$ cat src/rtl/enc16_pkg.sv
`timescale 1ns/1ps
package enc16_pkg;
  localparam int WORD_W = 16;
  localparam int NIB_W  = 4;
  localparam int D_ROWS = 4;
  localparam int K_ROWS = 5;
  localparam int SLICES = WORD_W / NIB_W;
  localparam int SL_W   = $clog2(SLICES);

  typedef enum logic [2:0] {
    ST_IDLE, ST_LOAD, ST_KEYW, ST_RUN, ST_DRAIN
  } seq_state_t;

  function automatic logic [3:0] sbox4(input logic [3:0] x);
    logic [3:0] y;
    case (x)
      4'h0: y = 4'h6;  4'h1: y = 4'h5;  4'h2: y = 4'hC;  4'h3: y = 4'hA;
      4'h4: y = 4'h1;  4'h5: y = 4'hE;  4'h6: y = 4'h7;  4'h7: y = 4'h9;
      4'h8: y = 4'hB;  4'h9: y = 4'h0;  4'hA: y = 4'h3;  4'hB: y = 4'hD;
      4'hC: y = 4'h8;  4'hD: y = 4'hF;  4'hE: y = 4'h4;  default: y = 4'h2;
    endcase
    return y;
  endfunction

  function automatic logic [WORD_W-1:0] rotl16(input logic [WORD_W-1:0] v,
                                               input int unsigned n);
    return WORD_W'((v << n) | (v >> (WORD_W - n)));
  endfunction

  function automatic int unsigned row_rot(input int r);
    case (r)
      0:       return 0;
      1:       return 1;
      2:       return 12;
      default: return 13;
    endcase
  endfunction
endpackage

$ cat src/rtl/enc16_ctrl.sv
`timescale 1ns/1ps
module enc16_ctrl
  import enc16_pkg::*;
#(
  parameter int ROUNDS = 25
) (
  input  logic clk,
  input  logic rst_n,
  input  logic in_valid,
  output logic in_ready,
  input  logic out_ready,
  output logic out_valid,
  output logic take_text,
  output logic take_key,
  output logic key_last,
  output logic run_en,
  output logic slice_last,
  output logic drain_step
);
  localparam int RUN_CYC = ROUNDS * SLICES;
  localparam int CNT_W   = $clog2(RUN_CYC);

  seq_state_t state, state_nx;
  logic [CNT_W-1:0] cnt, cnt_nx;
  logic beat;

  assign in_ready   = (state == ST_IDLE) || (state == ST_LOAD) || (state == ST_KEYW);
  assign beat       = in_valid && in_ready;
  assign take_key   = beat;
  assign take_text  = beat && (state != ST_KEYW);
  assign key_last   = beat && (state == ST_KEYW);
  assign run_en     = (state == ST_RUN);
  assign slice_last = run_en && (cnt[SL_W-1:0] == '1);
  assign out_valid  = (state == ST_DRAIN);
  assign drain_step = out_valid && out_ready;

  always_comb begin
    state_nx = state;
    cnt_nx   = cnt;
    case (state)
      ST_IDLE: if (beat) begin
        state_nx = ST_LOAD;
        cnt_nx   = CNT_W'(1);
      end
      ST_LOAD: if (beat) begin
        if (cnt == CNT_W'(SLICES - 1)) begin
          state_nx = ST_KEYW;
          cnt_nx   = '0;
        end else begin
          cnt_nx = cnt + 1'b1;
        end
      end
      ST_KEYW: if (beat) begin
        state_nx = ST_RUN;
        cnt_nx   = '0;
      end
      ST_RUN: begin
        if (cnt == CNT_W'(RUN_CYC - 1)) begin
          state_nx = ST_DRAIN;
          cnt_nx   = '0;
        end else begin
          cnt_nx = cnt + 1'b1;
        end
      end
      default: if (drain_step) begin
        if (cnt == CNT_W'(D_ROWS - 1)) begin
          state_nx = ST_IDLE;
          cnt_nx   = '0;
        end else begin
          cnt_nx = cnt + 1'b1;
        end
      end
    endcase
  end

  always_ff @(posedge clk) begin
    if (!rst_n) begin
      state <= ST_IDLE;
      cnt   <= '0;
    end else begin
      state <= state_nx;
      cnt   <= cnt_nx;
    end
  end

  p_run_bound_r6: assert property (@(posedge clk) disable iff (!rst_n)
    (state == ST_RUN) |-> (cnt < CNT_W'(RUN_CYC)));

  p_no_overlap_r3: assert property (@(posedge clk) disable iff (!rst_n)
    !(in_ready && out_valid));

  p_free_after_drain_r9: assert property (@(posedge clk) disable iff (!rst_n)
    (drain_step && cnt == CNT_W'(D_ROWS - 1)) |=> in_ready);
endmodule

$ cat src/rtl/enc16_data.sv
`timescale 1ns/1ps
module enc16_data
  import enc16_pkg::*;
(
  input  logic              clk,
  input  logic              rst_n,
  input  logic              shift_in,
  input  logic [WORD_W-1:0] in_word,
  input  logic              run_en,
  input  logic              slice_last,
  input  logic              drain_step,
  input  logic [WORD_W-1:0] key_top,
  output logic [WORD_W-1:0] top_word
);
  logic [WORD_W-1:0] drow     [D_ROWS];
  logic [WORD_W-1:0] shifted  [D_ROWS];
  logic [WORD_W-1:0] permuted [D_ROWS];
  logic [WORD_W-1:0] nib_flat;

  for (genvar b = 0; b < NIB_W; b++) begin : g_col
    logic [3:0] col_in, col_out;
    assign col_in = {drow[3][WORD_W-NIB_W+b], drow[2][WORD_W-NIB_W+b],
                     drow[1][WORD_W-NIB_W+b], drow[0][WORD_W-NIB_W+b]}
                  ^ {key_top[3*NIB_W+b], key_top[2*NIB_W+b],
                     key_top[NIB_W+b], key_top[b]};
    assign col_out = sbox4(col_in);
    for (genvar r = 0; r < D_ROWS; r++) begin : g_bit
      assign nib_flat[NIB_W*r+b] = col_out[r];
    end
  end

  for (genvar r = 0; r < D_ROWS; r++) begin : g_row
    assign shifted[r]  = {drow[r][WORD_W-NIB_W-1:0], nib_flat[NIB_W*r +: NIB_W]};
    assign permuted[r] = rotl16(shifted[r], row_rot(r));
  end

  always_ff @(posedge clk) begin
    if (!rst_n) begin
      for (int r = 0; r < D_ROWS; r++) drow[r] <= '0;
    end else if (shift_in) begin
      for (int r = D_ROWS - 1; r > 0; r--) drow[r] <= drow[r-1];
      drow[0] <= in_word;
    end else if (run_en) begin
      for (int r = 0; r < D_ROWS; r++) drow[r] <= slice_last ? permuted[r] : shifted[r];
    end else if (drain_step) begin
      for (int r = D_ROWS - 1; r > 0; r--) drow[r] <= drow[r-1];
      drow[0] <= '0;
    end
  end

  assign top_word = drow[D_ROWS-1];
endmodule

$ cat src/rtl/enc16_key.sv
`timescale 1ns/1ps
module enc16_key
  import enc16_pkg::*;
(
  input  logic              clk,
  input  logic              rst_n,
  input  logic              shift_in,
  input  logic [WORD_W-1:0] in_word,
  input  logic              key_last,
  input  logic              run_en,
  input  logic              slice_last,
  input  logic              drain_step,
  output logic [WORD_W-1:0] key_top,
  output logic [WORD_W-1:0] key_hi
);
  localparam logic [4:0] RC_SEED = 5'h01;

  logic [WORD_W-1:0] krow   [K_ROWS];
  logic [WORD_W-1:0] rot    [D_ROWS];
  logic [WORD_W-1:0] subbed [D_ROWS];
  logic [WORD_W-1:0] upd    [K_ROWS];
  logic [WORD_W-1:0] ks_flat;
  logic [4:0] rc;

  for (genvar r = 0; r < D_ROWS; r++) begin : g_rot
    assign rot[r] = {krow[r][WORD_W-NIB_W-1:0], krow[r][WORD_W-1:WORD_W-NIB_W]};
  end

  for (genvar b = 0; b < NIB_W; b++) begin : g_col
    logic [3:0] col_out;
    assign col_out = sbox4({rot[3][b], rot[2][b], rot[1][b], rot[0][b]});
    for (genvar r = 0; r < D_ROWS; r++) begin : g_bit
      assign ks_flat[NIB_W*r+b] = col_out[r];
    end
  end

  for (genvar r = 0; r < D_ROWS; r++) begin : g_sub
    assign subbed[r] = {rot[r][WORD_W-1:NIB_W], ks_flat[NIB_W*r +: NIB_W]};
  end

  assign upd[0] = rotl16(subbed[0], 8) ^ subbed[1] ^ {{(WORD_W-5){1'b0}}, rc};
  assign upd[1] = subbed[2];
  assign upd[2] = subbed[3];
  assign upd[3] = rotl16(subbed[3], 12) ^ krow[4];
  assign upd[4] = subbed[0];

  always_ff @(posedge clk) begin
    if (!rst_n) begin
      for (int r = 0; r < K_ROWS; r++) krow[r] <= '0;
      rc <= RC_SEED;
    end else if (shift_in) begin
      for (int r = K_ROWS - 1; r > 0; r--) krow[r] <= krow[r-1];
      krow[0] <= in_word;
      if (key_last) rc <= RC_SEED;
    end else if (run_en) begin
      if (slice_last) begin
        for (int r = 0; r < K_ROWS; r++) krow[r] <= upd[r];
        rc <= {rc[3:0], rc[4] ^ rc[2]};
      end else begin
        for (int r = 0; r < D_ROWS; r++) krow[r] <= rot[r];
      end
    end else if (drain_step) begin
      for (int r = D_ROWS - 1; r > 0; r--) krow[r] <= krow[r-1];
      krow[0] <= '0;
    end
  end

  assign key_top = {krow[3][WORD_W-1 -: NIB_W], krow[2][WORD_W-1 -: NIB_W],
                    krow[1][WORD_W-1 -: NIB_W], krow[0][WORD_W-1 -: NIB_W]};
  assign key_hi  = krow[D_ROWS-1];

  p_rc_live_r5: assert property (@(posedge clk) disable iff (!rst_n)
    slice_last |=> (rc != 5'h00));
endmodule

$ cat src/rtl/enc16_serial.sv
`timescale 1ns/1ps
module enc16_serial
  import enc16_pkg::*;
#(
  parameter int ROUNDS = 25
) (
  input  logic        clk,
  input  logic        rst_n,
  input  logic        in_valid,
  output logic        in_ready,
  input  logic [15:0] in_text,
  input  logic [15:0] in_key,
  output logic        out_valid,
  input  logic        out_ready,
  output logic [15:0] out_text
);
  logic take_text, take_key, key_last, run_en, slice_last, drain_step;
  logic [WORD_W-1:0] key_top, key_hi, dat_top;

  enc16_ctrl #(.ROUNDS(ROUNDS)) u_ctrl (
    .clk(clk), .rst_n(rst_n), .in_valid(in_valid), .in_ready(in_ready),
    .out_ready(out_ready), .out_valid(out_valid), .take_text(take_text),
    .take_key(take_key), .key_last(key_last), .run_en(run_en),
    .slice_last(slice_last), .drain_step(drain_step)
  );

  enc16_data u_data (
    .clk(clk), .rst_n(rst_n), .shift_in(take_text), .in_word(in_text),
    .run_en(run_en), .slice_last(slice_last), .drain_step(drain_step),
    .key_top(key_top), .top_word(dat_top)
  );

  enc16_key u_key (
    .clk(clk), .rst_n(rst_n), .shift_in(take_key), .in_word(in_key),
    .key_last(key_last), .run_en(run_en), .slice_last(slice_last),
    .drain_step(drain_step), .key_top(key_top), .key_hi(key_hi)
  );

  assign out_text = dat_top ^ key_hi;

  p_hold_word_r8: assert property (@(posedge clk) disable iff (!rst_n)
    (out_valid && !out_ready) |=> (out_valid && $stable(out_text)));
endmodule

$ cat config.mk
export PLATFORM = sky130hd
export DESIGN_NAME = enc16_serial
export DESIGN_NICKNAME = d
export VERILOG_FILES = /design/src/rtl/enc16_pkg.sv /design/src/rtl/enc16_ctrl.sv /design/src/rtl/enc16_data.sv /design/src/rtl/enc16_key.sv /design/src/rtl/enc16_serial.sv
export SDC_FILE = /design/constraint.sdc
export NUM_CORES = 1
export LEC_CHECK = 0
export BUFFER_PORTS_ARGS = -buffer_cell sky130_fd_sc_hd__buf_4
export CAP_MARGIN = 20
export CORE_AREA = 2 2 151 153
export CTS_BUF_LIST = sky130_fd_sc_hd__clkbuf_8
export DETAILED_ROUTE_END_ITERATION = 8
export DIE_AREA = 0 0 153 155
export GPL_TIMING_DRIVEN = 0
export PLACE_DENSITY = 0.63
export SLEW_MARGIN = 25
export SYNTH_ARGS = -nofsm -noshare
export SYNTH_HDL_FRONTEND = slang
export SYNTH_SLANG_ARGS = --single-unit
$ cat constraint.sdc
create_clock -name clk -period 5.1 [get_ports clk]
set_input_delay 0.765 -clock clk [delete_from_list [all_inputs] [get_ports clk]]
set_output_delay 0.765 -clock clk [all_outputs]
set_load 0.01 [all_outputs]
==> summary.txt, run 1 <==
Synth
  • Yosys cell types: 60
  • Count leader, synth: nand2_1
  • Syn Inst Count: 978
  • Syn Std Cell Area: 0.00976 mm^2
  • Post-Syn Nets: about 1000
  • Leading area contributor after synthesis: edfxtp_1
  • Yosys warns: 0
  • Top cell type's share of synthesized area: 0.394
  • Synth top area cells: edfxtp_1 (39%), nand2_1 (7.5%), mux2i_1 (6.6%)
  • Top FF cell, synth: edfxtp_1
  • Top cells by count, synth: nand2_1 (195), edfxtp_1 (128), o21ai_0 (104)
  • Share of flip-flops with an asynchronous set or reset: 0
  • Seq cells post-synth: approximately 160
  • Post-Syn Area per Cell: between 9 and 10 um^2
  • Number of synthesized flops with an enable pin: roughly 130
  • Post-synthesis sequential area ratio: 0.457

Place
  • DP HPWL: 20800 um
  • Pre-CTS setup slack: slightly above 2 ns
  • Final Wtd Congestion: between 0.8 and 0.9
  • Port Buffer Count: 52
  • Placed cell area: 0.0105 mm^2

Layout
  • Design area: approximately 0.011 mm^2
  • Layout cells sized above 1: 0.143
  • Fin nets: 1115
  • Ant diodes: 0
  • Fillers: 2104
  • Area grow syn2layout: 12.3%

STA
  • FMAX: approximately 0.37 GHz
  • Max-slew violation count: 0
  • Final setup margin: ~2.4 ns
  • Final setup violating endpoints: 0
  • Fin. Hold Viols: 0
  • Relative slew slack: 0.366
  • Final period util: 0.535
  • Hold slack: 0.474 ns
  • Actual slew at the worst max-slew pin: ~0.95 ns
  • Setup TNS: 0 ns
  • Clk_skew: 0.0204 ns
  • Final min period: roughly 2.7 ns
  • RSZ-0062 raised after global routing: no

Power
  • Sw Share: 0.406
  • Peak VDD IR: about 0.25 mV
  • Gate power share: 0.390
  • Switch Pwr: approximately 0.0022 W
  • Power per cell area: ~480 mW/mm^2
  • Clock power share: 0.195
  • Sequential Power Share: 0.415
  • Pleak: 4.32 nW
  • Pint: between 0.003 and 0.004 W

Floorplan
  • Starting Density: 0.439
  • CORE AREA: 0.0222 mm^2
  • Total die area: 0.0237 mm^2
  • Core Rows: 55
  • Total I/O pin count: 54
  • Die height: around 160 um
  • Die Wd: about 150 um

Clock tree
  • Clock buffer depth: 2
  • TritonCTS clock tree: built
  • CTS resizes: 0
  • CTS buffer count: 17
  • Post-CTS setup buffers: 0
  • CTS clock-pin slew for the worst setup and hold paths: ~0.09 ns
  • Clock latency on the worst-skew pair: about 0.48 ns
  • Root Buffer: clkbuf_8
  • Hold Buf Count CTS: 0
  • CTS H-tree depth: 4
  • Sink Count: ~160

Worst hold path
  • Min-delay worst type: flop to flop

Drt
  • Post-route ant nets: 0
  • Routed len/inst: about 22 um
  • Drt pass-1 iters: 5
  • Drt total wl: 29300 um
  • Detailed-route vias per instance: 5.76
  • Total number of vias: about 7800
  • 1st-iter DRT viols: just over 800
  • DRC viols: 0

Global route
  • Total GRT Usage: 0.251
  • Antenna violations before repair: 0
  • Vias in the first global route: 7385
  • Largest net degree at the start of global routing: 40
  • Gr ovfl total: 0
  • First-pass GRT wire length: ~45000 um

Flow run
  • # Max-Cap Violations: 0

Setup path
  • CP endpoint kind: flop
  • Crit path kind: flop to flop
  • Arr. time, crit path: about 3 ns
  • Startpoint types: flop
  • CP Max Fanout: 10
  • Worst endpoint required time: about 5.3 ns

Outcome
  • Status: complete, no violations
==> layer usage <==
layer,routed length [um],track usage,vias to the layer above
met5,0,0,-
met3,2210,0.0429,50
met4,882,0.101,0
li1,-,-,3660
met2,13500,0.395,375
met1,12700,0.346,3680
==> area by class of cell <==
class	count	area (um^2)	share of cell area
inverters	26	97.6	0.00891
repair buffers	53	410	0.0375
well taps	285	357	0.0325
flip-flops and latches	159	4460	0.407
clock buffers	17	234	0.0214
plain buffers	68	337	0.0307
clock inverters	15	184	0.0168
multi-input cells	725	4870	0.445
==> metrics by stage <==
step	utilization	power, W	std cells
2_1_floorplan	-	0.00353	978
3_3_place_gp	0.473	0.00423	1315
3_5_place_dp	0.474	0.00426	1316
4_1_cts	0.493	0.00528	1348
5_1_grt	0.493	0.00561	1348
6_report	0.493	0.00531	1348
==> power by group through the flow <==
stage / Sequential [W] / Clock, W / Combinational, W
final: 0.00220 / 0.00103 / 0.00207
after CTS: 0.00219 / 0.00103 / 0.00206
after global placement: 0.00223 / 0 / 0.00200
after floorplan: 0.00207 / 0 / 0.00147
after global routing: 0.00224 / 0.00109 / 0.00228
after detailed placement: 0.00222 / 0 / 0.00204
==> cell families after synthesis <==
family,Yosys count,synth area share
and+or+nand+nor,275,0.121
AOI/OAI and AO/OA,255,0.164
DFF,159,0.457
buffers and inverters,94,0.0445
xor gates and xnor gates,85,0.0901
muxes,81,0.0860
adders and majority gates,29,0.0372
==> sequential cells by signal, summed over array words and instances (netlist names) <==
register and count:
u_key.krow 80, u_data.drow 64, u_ctrl.cnt 7, u_key.rc 5, u_ctrl.state 3
==> worst max-delay path, stage by stage (launching register included) <==
cell and delay [ns]:
dfxtp_1 0.43, ha_1 0.27, buf_2 0.24, clkbuf_1 0.60, clkbuf_1 0.54, nand2_1 0.14, o211ai_1 0.13, o21ai_0 0.11
==> path summary, 6_finish.rpt <==
path	start	endpoint	slack, ns	cells after the start
max	u_ctrl.cnt[0]$_SDFFE_PN0P_	u_key.krow[0][10]$_SDFFCE_PP0P_	2.37	7
min	u_data.drow[0][10]$_SDFFE_PP0P_	u_data.drow[0][10]$_SDFFE_PP0P_	0.47	2
max reg2reg	u_ctrl.cnt[0]$_SDFFE_PN0P_	u_key.krow[0][10]$_SDFFCE_PP0P_	2.37	7
min reg2reg	u_data.drow[0][10]$_SDFFE_PP0P_	u_data.drow[0][10]$_SDFFE_PP0P_	0.47	2
==> cell usage in the layout, fill, tap and decap left out, drive strengths merged, types with 14 or more instances in the layout <==
master / count
a211oi: 14
a21oi: 46
a22o: 24
buf: 90
clkbuf: 48
dfxtp: 31
edfxtp: 128
ha: 29
inv: 30
mux2: 17
mux2i: 64
nand2: 196
nor2: 26
nor2b: 14
o211ai: 17
o21ai: 107
xnor2: 39
xor2: 38
No activity file was read; power rests on OpenSTA's default activity.
==> inputs of run 2 (changes only) <==
==> constraint.sdc (replaced) <==
create_clock -name clk -period 2.73 [get_ports clk]
set_input_delay 0.4095 -clock clk [delete_from_list [all_inputs] [get_ports clk]]
set_output_delay 0.4095 -clock clk [all_outputs]
set_load 0.01 [all_outputs]
==> run 2 against run 1 <==
Via count down 0.35%. Register-to-register slack worse by 2.2 ns. Clock skew down 0.0033 ns. Sequential share of layout area up 0.056 points. Clock power up 70%. Critical path depth down 1. Routed wire length down 0.54%. Global-route usage down 0.24 points. First-iteration DRC count up 10%. Largest cell class unchanged. Highest routed layer unchanged.
==> summary.txt, run 2 (same netlist as run 1, synthesis figures left out) <==
Outcome
  • Status: complete, no violations

Setup path
  • CP endpoint kind: flop
  • Max stage delay on crit path: 0.61 ns
  • Worst-case reg-to-reg path depth: 6
  • CP Cell Sequence: buf_4 > nand2_1 > a21boi_0 > o21a_1 > and2_1 > clkinvlp_4
  • Startpoint types: flop
  • Crit path kind: flop to flop
  • Worst endpoint required time: 2.86 ns
  • Arr. time, crit path: ~2.7 ns
  • CP Max Fanout: 10
  • Critical Path Slowest Stage Cell: and2_1

STA
  • Relative slew slack: 0.517
  • Actual slew at the worst max-slew pin: 0.724 ns
  • Fin. Hold Viols: 0
  • Final period util: 0.931
  • FMAX: approximately 0.39 GHz
  • RSZ-0062 raised after global routing: no
  • Final setup violating endpoints: 0
  • Final min period: roughly 2.5 ns
  • Clk_skew: 0.0171 ns
  • Max-slew violation count: 0
  • Setup TNS: 0 ns

Clock tree
  • CTS clock-pin slew for the worst setup and hold paths: 0.10 ns
  • Hold Buf Count CTS: 0
  • Clock buffer depth: 2
  • TritonCTS clock tree: built
  • CTS buffer count: 17
  • CTS H-tree depth: 4
  • Root Buffer: clkbuf_8
  • Clock latency on the worst-skew pair: 0.47 ns
  • Sink Count: 159

Power
  • Peak VDD IR: between 0.3 and 0.4 mV
  • Power per cell area: just under 900 mW/mm^2
  • Pleak: between 4 and 5 nW

Layout
  • Area grow syn2layout: 12.1%
  • Fillers: between 2000 and 2500
  • Layout cells sized above 1: 0.148
  • Register area: ~0.0045 mm^2
  • Multi-input logic area: 0.00488 mm^2
  • Fin nets: 1116
  • Design area: between 0.01 and 0.015 mm^2
  • Largest register FFs: 80
  • Reg with most FFs: u_key.krow
  • Most common cell after layout, fill and taps aside: nand2_1
  • Most frequent cells in the layout: nand2_1 (194), edfxtp_1 (128), o21ai_0 (104)
  • Ant diodes: 0
  • Top Registers: u_key.krow x80, u_data.drow x64, u_ctrl.cnt x7

Floorplan
  • Die height: roughly 160 um
  • Die Wd: 153 um
  • Core Rows: 55
  • CORE AREA: roughly 0.022 mm^2
  • Total I/O pin count: 54
  • Total die area: ~0.024 mm^2
  • Starting Density: 0.439

Drt
  • Drt total wl: 29100 um
  • Routed len/inst: around 22 um
  • 1st-iter DRT viols: approximately 910
  • Drt pass-1 iters: 8
  • Post-route ant nets: 0
  • DRC viols: 0
  • Total number of vias: around 7700
  • Detailed-route vias per instance: 5.74

Global route
  • First-pass GRT wire length: approximately 45000 um
  • Antenna violations before repair: 0
  • Vias in the first global route: approximately 7300
  • Gr ovfl total: 0
  • Largest net degree at the start of global routing: 39
  • Total GRT Usage: 0.248

Worst hold path
  • Min-delay worst type: primary input to flop
  • Hold Crit Depth: 3

Place
  • Port Buffer Count: 52
  • Placed cell area: around 0.011 mm^2
  • Final Wtd Congestion: approximately 0.85
  • DP HPWL: 20700 um

Flow run
  • # Max-Cap Violations: 0
-- run 2: changes by cell type in the layout (fill, tap and decap cells not counted), moves of 2 or more --
cell and change:
bufinv_16 -2, clkbuf_1 -3, inv_1 -2, clkinv_1 +2, clkbuf_2 +2, clkinvlp_4 +3
-- run 2: stage by stage --
| step | setup slack (ns) | hold slack (ns) | util | cells | power [W] |
|---|---|---|---|---|---|
| 2_1_floorplan | 0.596 | 0.443 | - | 978 | 0.00659 |
| 3_3_place_gp | 0.000136 | 0.458 | 0.473 | 1315 | 0.00790 |
| 3_5_place_dp | -0.0739 | 0.461 | 0.474 | 1316 | 0.00798 |
| 4_1_cts | 0.00227 | 0.249 | 0.491 | 1348 | 0.00970 |
| 5_1_grt | 0.0402 | 0.257 | 0.492 | 1349 | 0.0103 |
| 6_report | 0.189 | 0.262 | 0.492 | 1349 | 0.00976 |
-- run 2: final timing paths --
path	startpoint	end	slack, ns
max	u_ctrl.state[1]$_SDFFE_PN0P_	u_data.drow[2][15]$_DFFE_PP_	0.19
min	in_key[15]	u_key.krow[0][15]$_SDFFCE_PP0P_	0.26
max reg2reg	u_ctrl.state[1]$_SDFFE_PN0P_	u_data.drow[2][15]$_DFFE_PP_	0.19
min reg2reg	u_data.drow[0][10]$_SDFFE_PP0P_	u_data.drow[0][10]$_SDFFE_PP0P_	0.47
-- run 2: repair_timing --
item	CTS	global route
setup buffers	0	1
gates cloned	0	1
endpoints found under the setup margin	16	58
gates resized for setup	1	9
-- run 2: critical path: cells and delay by family, from the launching register on --
kind | cells | cell delay [ns]
and+or+nand+nor | 2 | 0.76
DFF | 1 | 0.31
buffers and inverters | 2 | 0.63
AOI/OAI and AO/OA | 2 | 0.51
-- run 2: layout make-up --
type,count,share of cell area
multi-input combinational,725,0.446
sequential,159,0.408
timing repair buffer,54,0.0382
tap,285,0.0326
buffer,67,0.0306
clock buffer,17,0.0214
clock inverter,15,0.0126
inverter,26,0.00961
timing repair inverter,1,0.000686
-- run 2: report_power, final --
group	internal [W]	switching (W)	leakage [nW]
logic	0.00159	0.00230	2.47
clock network	0.000733	0.00101	0.174
registers	0.00340	0.000724	1.66
-- run 2: metal layers --
| metal | up-vias | track usage | wire length (um) |
|---|---|---|---|
| met2 | 297 | 0.397 | 13600 |
| met3 | 41 | 0.0510 | 2090 |
| li1 | 3661 | - | - |
| met5 | - | 0 | 0 |
| met4 | 0 | 0.0635 | 588 |
| met1 | 3739 | 0.348 | 12900 |
